File: config.mk
export PLATFORM = sky130hd
export DESIGN_NAME = sram_burst_write
export DESIGN_NICKNAME = d
export VERILOG_FILES = /design/src/rtl/bwr_pkg.sv /design/src/rtl/bwr_crc_step.sv /design/src/rtl/bwr_buffer.sv /design/src/rtl/bwr_ctrl.sv /design/src/rtl/sram_burst_write.sv
export SDC_FILE = /design/constraint.sdc
export NUM_CORES = 2
export LEC_CHECK = 0
export BUFFER_PORTS_ARGS = -buffer_cell sky130_fd_sc_hd__buf_4
export CAP_MARGIN = 20
export CORE_UTILIZATION = 40
export DETAILED_ROUTE_END_ITERATION = 6
export SLEW_MARGIN = 20
export SYNTH_ARGS = -nofsm -noshare
export SYNTH_HDL_FRONTEND = slang
export SYNTH_HIERARCHICAL = 1
export SYNTH_SLANG_ARGS = --single-unit
File: constraint.sdc
create_clock -name clk -period 3.8 [get_ports clk]
set_input_delay 0 -clock clk [delete_from_list [all_inputs] [get_ports clk]]
set_output_delay 0 -clock clk [all_outputs]
set_load 0.01 [all_outputs]
File: src/rtl/bwr_pkg.sv
package bwr_pkg;
    typedef enum logic [3:0] {
        RSP_NAK_ARG = 4'h0,
        RSP_NAK_CRC = 4'h1,
        RSP_ACK     = 4'hA
    } rsp_e;

    localparam logic [15:0] CRC_PRESET   = 16'h6363;
    localparam logic [15:0] CRC_POLY_REV = 16'h8408;
    localparam int          HDR_BYTES    = 3;
    localparam int          TRL_BYTES    = 2;
endpackage

File: src/rtl/bwr_crc_step.sv
module bwr_crc_step
    import bwr_pkg::*;
(
    input  logic [15:0] crc_in,
    input  logic [7:0]  data_in,
    output logic [15:0] crc_out
);
    always_comb begin
        logic [15:0] acc;
        acc = crc_in ^ {8'h00, data_in};
        for (int b = 0; b < 8; b++) begin
            if (acc[0]) acc = (acc >> 1) ^ CRC_POLY_REV;
            else        acc = acc >> 1;
        end
        crc_out = acc;
    end
endmodule

File: src/rtl/bwr_buffer.sv
module bwr_buffer #(
    parameter int DEPTH = 64,
    localparam int AW   = $clog2(DEPTH)
) (
    input  logic          clk,
    input  logic          rst_n,
    input  logic          wr_en,
    input  logic [AW-1:0] wr_idx,
    input  logic [7:0]    wr_data,
    input  logic          commit,
    input  logic [AW-1:0] rd_addr,
    output logic [7:0]    rd_data
);
    typedef struct packed {
        logic [DEPTH-1:0][7:0] shadow;
        logic [DEPTH-1:0][7:0] store;
    } buf_s;

    buf_s st_d, st_q;

    always_comb begin
        st_d = st_q;
        if (wr_en)  st_d.shadow[wr_idx] = wr_data;
        if (commit) st_d.store = st_q.shadow;
    end

    always_ff @(posedge clk) begin
        if (!rst_n) st_q <= '0;
        else        st_q <= st_d;
    end

    assign rd_data = st_q.store[rd_addr];
endmodule

File: src/rtl/bwr_ctrl.sv
module bwr_ctrl
    import bwr_pkg::*;
#(
    parameter int          DEPTH      = 64,
    parameter logic [7:0]  CMD_CODE   = 8'hA6,
    parameter logic [7:0]  START_PAGE = 8'hF0,
    parameter logic [7:0]  END_PAGE   = 8'hFF,
    localparam int         AW         = $clog2(DEPTH),
    localparam int         FRAME_LEN  = HDR_BYTES + DEPTH + TRL_BYTES,
    localparam int         CW         = $clog2(FRAME_LEN + 2)
) (
    input  logic          clk,
    input  logic          rst_n,
    input  logic          rx_valid,
    input  logic [7:0]    rx_data,
    input  logic          rx_eof,
    input  logic          mode_ok,
    input  logic [15:0]   crc_next,
    output logic [15:0]   crc_cur,
    output logic          wr_en,
    output logic [AW-1:0] wr_idx,
    output logic          commit,
    output logic          rsp_valid,
    output logic [3:0]    rsp_code
);
    localparam logic [CW-1:0] LEN_EXACT = CW'(FRAME_LEN);
    localparam logic [CW-1:0] LEN_OVER  = CW'(FRAME_LEN + 1);
    localparam logic [CW-1:0] DATA_LO   = CW'(HDR_BYTES);
    localparam logic [CW-1:0] DATA_HI   = CW'(HDR_BYTES + DEPTH);

    typedef struct packed {
        logic [CW-1:0] cnt;
        logic [15:0]   crc;
        logic          cmd_hit;
        logic          addr_ok;
        logic          rsp_valid;
        logic [3:0]    rsp_code;
    } ctrl_s;

    ctrl_s st_d, st_q;
    logic [CW-1:0] data_off;

    assign data_off = st_q.cnt - DATA_LO;
    assign crc_cur  = st_q.crc;

    always_comb begin
        st_d           = st_q;
        st_d.rsp_valid = 1'b0;
        wr_en          = 1'b0;
        wr_idx         = data_off[AW-1:0];
        commit         = 1'b0;
        if (rx_eof) begin
            if (st_q.cmd_hit) begin
                st_d.rsp_valid = 1'b1;
                if (!mode_ok || st_q.cnt != LEN_EXACT || !st_q.addr_ok) begin
                    st_d.rsp_code = RSP_NAK_ARG;
                end else if (st_q.crc != 16'h0000) begin
                    st_d.rsp_code = RSP_NAK_CRC;
                end else begin
                    st_d.rsp_code = RSP_ACK;
                    commit        = 1'b1;
                end
            end
            st_d.cnt     = '0;
            st_d.crc     = CRC_PRESET;
            st_d.cmd_hit = 1'b0;
            st_d.addr_ok = 1'b1;
        end else if (rx_valid) begin
            if (st_q.cnt != LEN_OVER) st_d.cnt = st_q.cnt + 1'b1;
            st_d.crc = crc_next;
            if (st_q.cnt == CW'(0)) st_d.cmd_hit = (rx_data == CMD_CODE);
            if (st_q.cnt == CW'(1) && rx_data != START_PAGE) st_d.addr_ok = 1'b0;
            if (st_q.cnt == CW'(2) && rx_data != END_PAGE)   st_d.addr_ok = 1'b0;
            if (st_q.cnt >= DATA_LO && st_q.cnt < DATA_HI)   wr_en = 1'b1;
        end
    end

    always_ff @(posedge clk) begin
        if (!rst_n) begin
            st_q         <= '0;
            st_q.crc     <= CRC_PRESET;
            st_q.addr_ok <= 1'b1;
        end else begin
            st_q <= st_d;
        end
    end

    assign rsp_valid = st_q.rsp_valid;
    assign rsp_code  = st_q.rsp_code;
endmodule

File: src/rtl/sram_burst_write.sv
module sram_burst_write #(
    parameter int         DEPTH      = 64,
    parameter logic [7:0] CMD_CODE   = 8'hA6,
    parameter logic [7:0] START_PAGE = 8'hF0,
    parameter logic [7:0] END_PAGE   = 8'hFF,
    localparam int        AW         = $clog2(DEPTH)
) (
    input  logic          clk,
    input  logic          rst_n,
    input  logic          rx_valid,
    input  logic [7:0]    rx_data,
    input  logic          rx_eof,
    input  logic          passthru_en,
    input  logic          tag_active,
    input  logic [AW-1:0] rd_addr,
    output logic [7:0]    rd_data,
    output logic          rsp_valid,
    output logic [3:0]    rsp_code
);
    logic [15:0]   crc_cur, crc_next;
    logic          wr_en, commit;
    logic [AW-1:0] wr_idx;

    bwr_crc_step i_crc (
        .crc_in  (crc_cur),
        .data_in (rx_data),
        .crc_out (crc_next)
    );

    bwr_ctrl #(
        .DEPTH      (DEPTH),
        .CMD_CODE   (CMD_CODE),
        .START_PAGE (START_PAGE),
        .END_PAGE   (END_PAGE)
    ) i_ctrl (
        .clk       (clk),
        .rst_n     (rst_n),
        .rx_valid  (rx_valid),
        .rx_data   (rx_data),
        .rx_eof    (rx_eof),
        .mode_ok   (passthru_en & tag_active),
        .crc_next  (crc_next),
        .crc_cur   (crc_cur),
        .wr_en     (wr_en),
        .wr_idx    (wr_idx),
        .commit    (commit),
        .rsp_valid (rsp_valid),
        .rsp_code  (rsp_code)
    );

    bwr_buffer #(.DEPTH(DEPTH)) i_buf (
        .clk     (clk),
        .rst_n   (rst_n),
        .wr_en   (wr_en),
        .wr_idx  (wr_idx),
        .wr_data (rx_data),
        .commit  (commit),
        .rd_addr (rd_addr),
        .rd_data (rd_data)
    );
endmodule

==> impl_metrics.py <==
metrics = {
    "placement": {
        "globalplace.congestion": 0.802,
        "port_buffers": 31,
        "dp_hpwl_um": 69500,
        "dp_cells": 5523,
    },
    "yosys": {
        "ys_seq_area_frac": 0.464,
        "yosysUniqueCellTypes": 76,
        "ys.flop_type": "dfxtp_1",
        "synth-edff-count": 0,
        "synthesis.area_mm2": 0.0454,
        "yosys_warnings": 6,
        "syn_area_per_cell_um2": 10.6,
        "async_flop_share": 0,
        "synth-seq-cells": 1052,
        "syn_nets": 4291,
        "synth_cells": 4267,
    },
    "sta": {
        "setup-tns-final_ns": 0,
        "finalHoldViolCount": 0,
        "finClkSkew_ns": 0.0197,
        "relSlewSlack": 0.315,
        "rsz0062_at_grt": "false",
        "drv_slew": 0,
        "fin_crit_sh": 0.885,
        "period_needed_ns": 3.36,
        "finalSetupViolations": 0,
        "worst_pin_slew_ns": 1.03,
        "fmaxAchievable_ghz": 0.297,
    },
    "cells_and_area": {
        "fin_nets": 4171,
        "layout_common_cells": "dfxtp_1, mux2i_1, nor2b_1",
        "drive_gt1_frac": 0.118,
        "area_delta_synth_final_pct": 11.7,
        "diodes": 0,
        "final_common_cell": "dfxtp_1",
        "stdcell_count": 5738,
    },
    "cts": {
        "numClockSinks": 1052,
        "cts_buffers": 109,
        "clkSlewWorstSetupHoldPaths_ns": 0.06,
        "cts_max_level": 3,
        "tritoncts": "built",
        "insertion_delay_ns": 0.68,
        "cts_buffer_depth": 3,
        "root_buffer": "clkbuf_16",
    },
    "floorplan": {
        "rows": 123,
        "initial_utilization": 0.403,
        "core_area_mm2": 0.112,
        "dieHeight_um": 339,
        "num_io_pins": 33,
        "die_w_um": 339,
        "dieArea_mm2": 0.115,
    },
    "route": {
        "drtPass1Iterations": 5,
        "vias": 29700,
        "remaining_drc_errors": 0,
        "via_per_inst": 5.17,
        "drt_wl_total_um": 115000,
        "antenna_left": 0,
        "drt_iter0_markers": 2298,
        "routedWlPerCell_um": 20.1,
    },
    "job": {
        "drv_cap": 0,
    },
    "global_routing": {
        "grt_pass1_wl_um": 179000,
        "antenna_found_initial": 1,
        "grt_pass1_vias": 28900,
        "grtUsageTotal": 0.198,
        "grt_overflow": 0,
        "grt_max_degree": 228,
    },
    "worst_hold_path": {
        "hold_path_class": "input pin to flop",
    },
    "setup_path": {
        "crit_arrival_ns": 3.93,
        "endpoint_kind": "flop",
        "critical_path_class": "flop to flop",
        "worst_setup_path_start_kind": "flop",
        "cp.required_ns": 4.37,
        "crit_fanout": 10,
    },
    "power": {
        "power_uw": 23100,
        "vdd_drop_max_uv": 374,
        "leakage_uw": 0.0159,
        "power_density_mw_per_mm2": 456,
    },
    "outcome": {
        "status": "finished clean",
    },
}
[registers in the layout (all words and copies together), names as in the netlist]
register,count
i_buf/st_q,1024
i_ctrl/rsp_valid,1
i_ctrl/rsp_code,2
i_ctrl/st_q,9
i_ctrl/crc_cur,16
[through the flow]
stage	utilization	setup WS [ns]	area (um2)	hold WS [ns]
2_1_floorplan	-	1.10	45400	0.117
3_3_place_gp	0.416	0.530	46800	0.315
3_5_place_dp	0.416	0.447	46800	0.312
4_1_cts	0.450	0.448	50700	0.238
5_1_grt	0.450	0.241	50700	0.319
6_report	0.450	0.436	50700	0.298
[critical path: stages, from the launching register on]
cell and delay (ns):
dfxtp_1 0.44, a2111oi_4 0.47, nand2b_2 0.11, a2111oi_2 0.61
buf_4 0.28, nand4b_4 0.44, nor2_4 0.57, mux2i_1 0.25
nor2b_1 0.06
[final timing paths]
| check | slack (ns) | depth (start not counted) | start | to |
|---|---|---|---|---|
| setup / recovery | 0.44 | 8 | i_ctrl/st_q[25] | i_buf/st_q[881] |
| hold / removal | 0.30 | 4 | rx_data[2] | i_buf/st_q[674] |
| setup reg to reg | 0.44 | 8 | i_ctrl/st_q[25] | i_buf/st_q[881] |
| hold reg to reg | 0.46 | 2 | i_buf/st_q[897] | i_buf/st_q[897] |
[final cells by class]
cell class / count / area, um2
fillers: 10600 / 61800
multi-input cells: 2835 / 22600
flip-flops and latches: 1052 / 21100
clock buffers: 152 / 3180
well taps: 1500 / 1880
repair buffers: 144 / 1380
clock inverters: 50 / 552
inverters: 5 / 18.8
[power by group]
group          switching, uW  internal [uW]
Clock                   4520           6520
Sequential              13.7          11000
Combinational            602            397
Total                   5130          18000
[logic make-up after synthesis]
kind of cell / Yosys count / synth area share
simple gates: 1518 / 0.190
flops: 1052 / 0.464
mux: 894 / 0.232
compound gates: 386 / 0.0638
buf+inv: 380 / 0.0393
xor+xnor: 32 / 0.00984
fa+ha+maj: 4 / 0.00110
other cells: 1 / 0.0000826
[Yosys cell counts (all sizes together), types with 12 or more instances]
| master | instances | share of area |
|---|---|---|
| a21boi | 289 | 0.048 |
| nand4 | 14 | 0.0021 |
| nor2b | 745 | 0.10 |
| nand3 | 298 | 0.034 |
| mux4 | 120 | 0.061 |
| mux2i | 765 | 0.17 |
| nor2 | 50 | 0.011 |
| nand2 | 346 | 0.029 |
| xnor2 | 14 | 0.0034 |
| clkbuf | 215 | 0.018 |
| buf | 160 | 0.021 |
| dfxtp | 1052 | 0.46 |
| o22ai | 17 | 0.0023 |
| a22oi | 12 | 0.0020 |
[what timing repair did]
item,4_1_cts,5_1_grt
hold endpoints to repair,265,0
gates resized for setup,0,0
setup buffers,0,0
hold buffers,13,0
[metal layers]
layer  GRT usage  wire length [um]  vias to the layer above
met5           0                 0                        -
met4      0.0571              2800                        0
met3      0.0297              5120                      148
met2       0.298             49900                      532
met1       0.291             57600                    14500
li1            -                 -                    14500
Power figures use the tool's default switching activity.
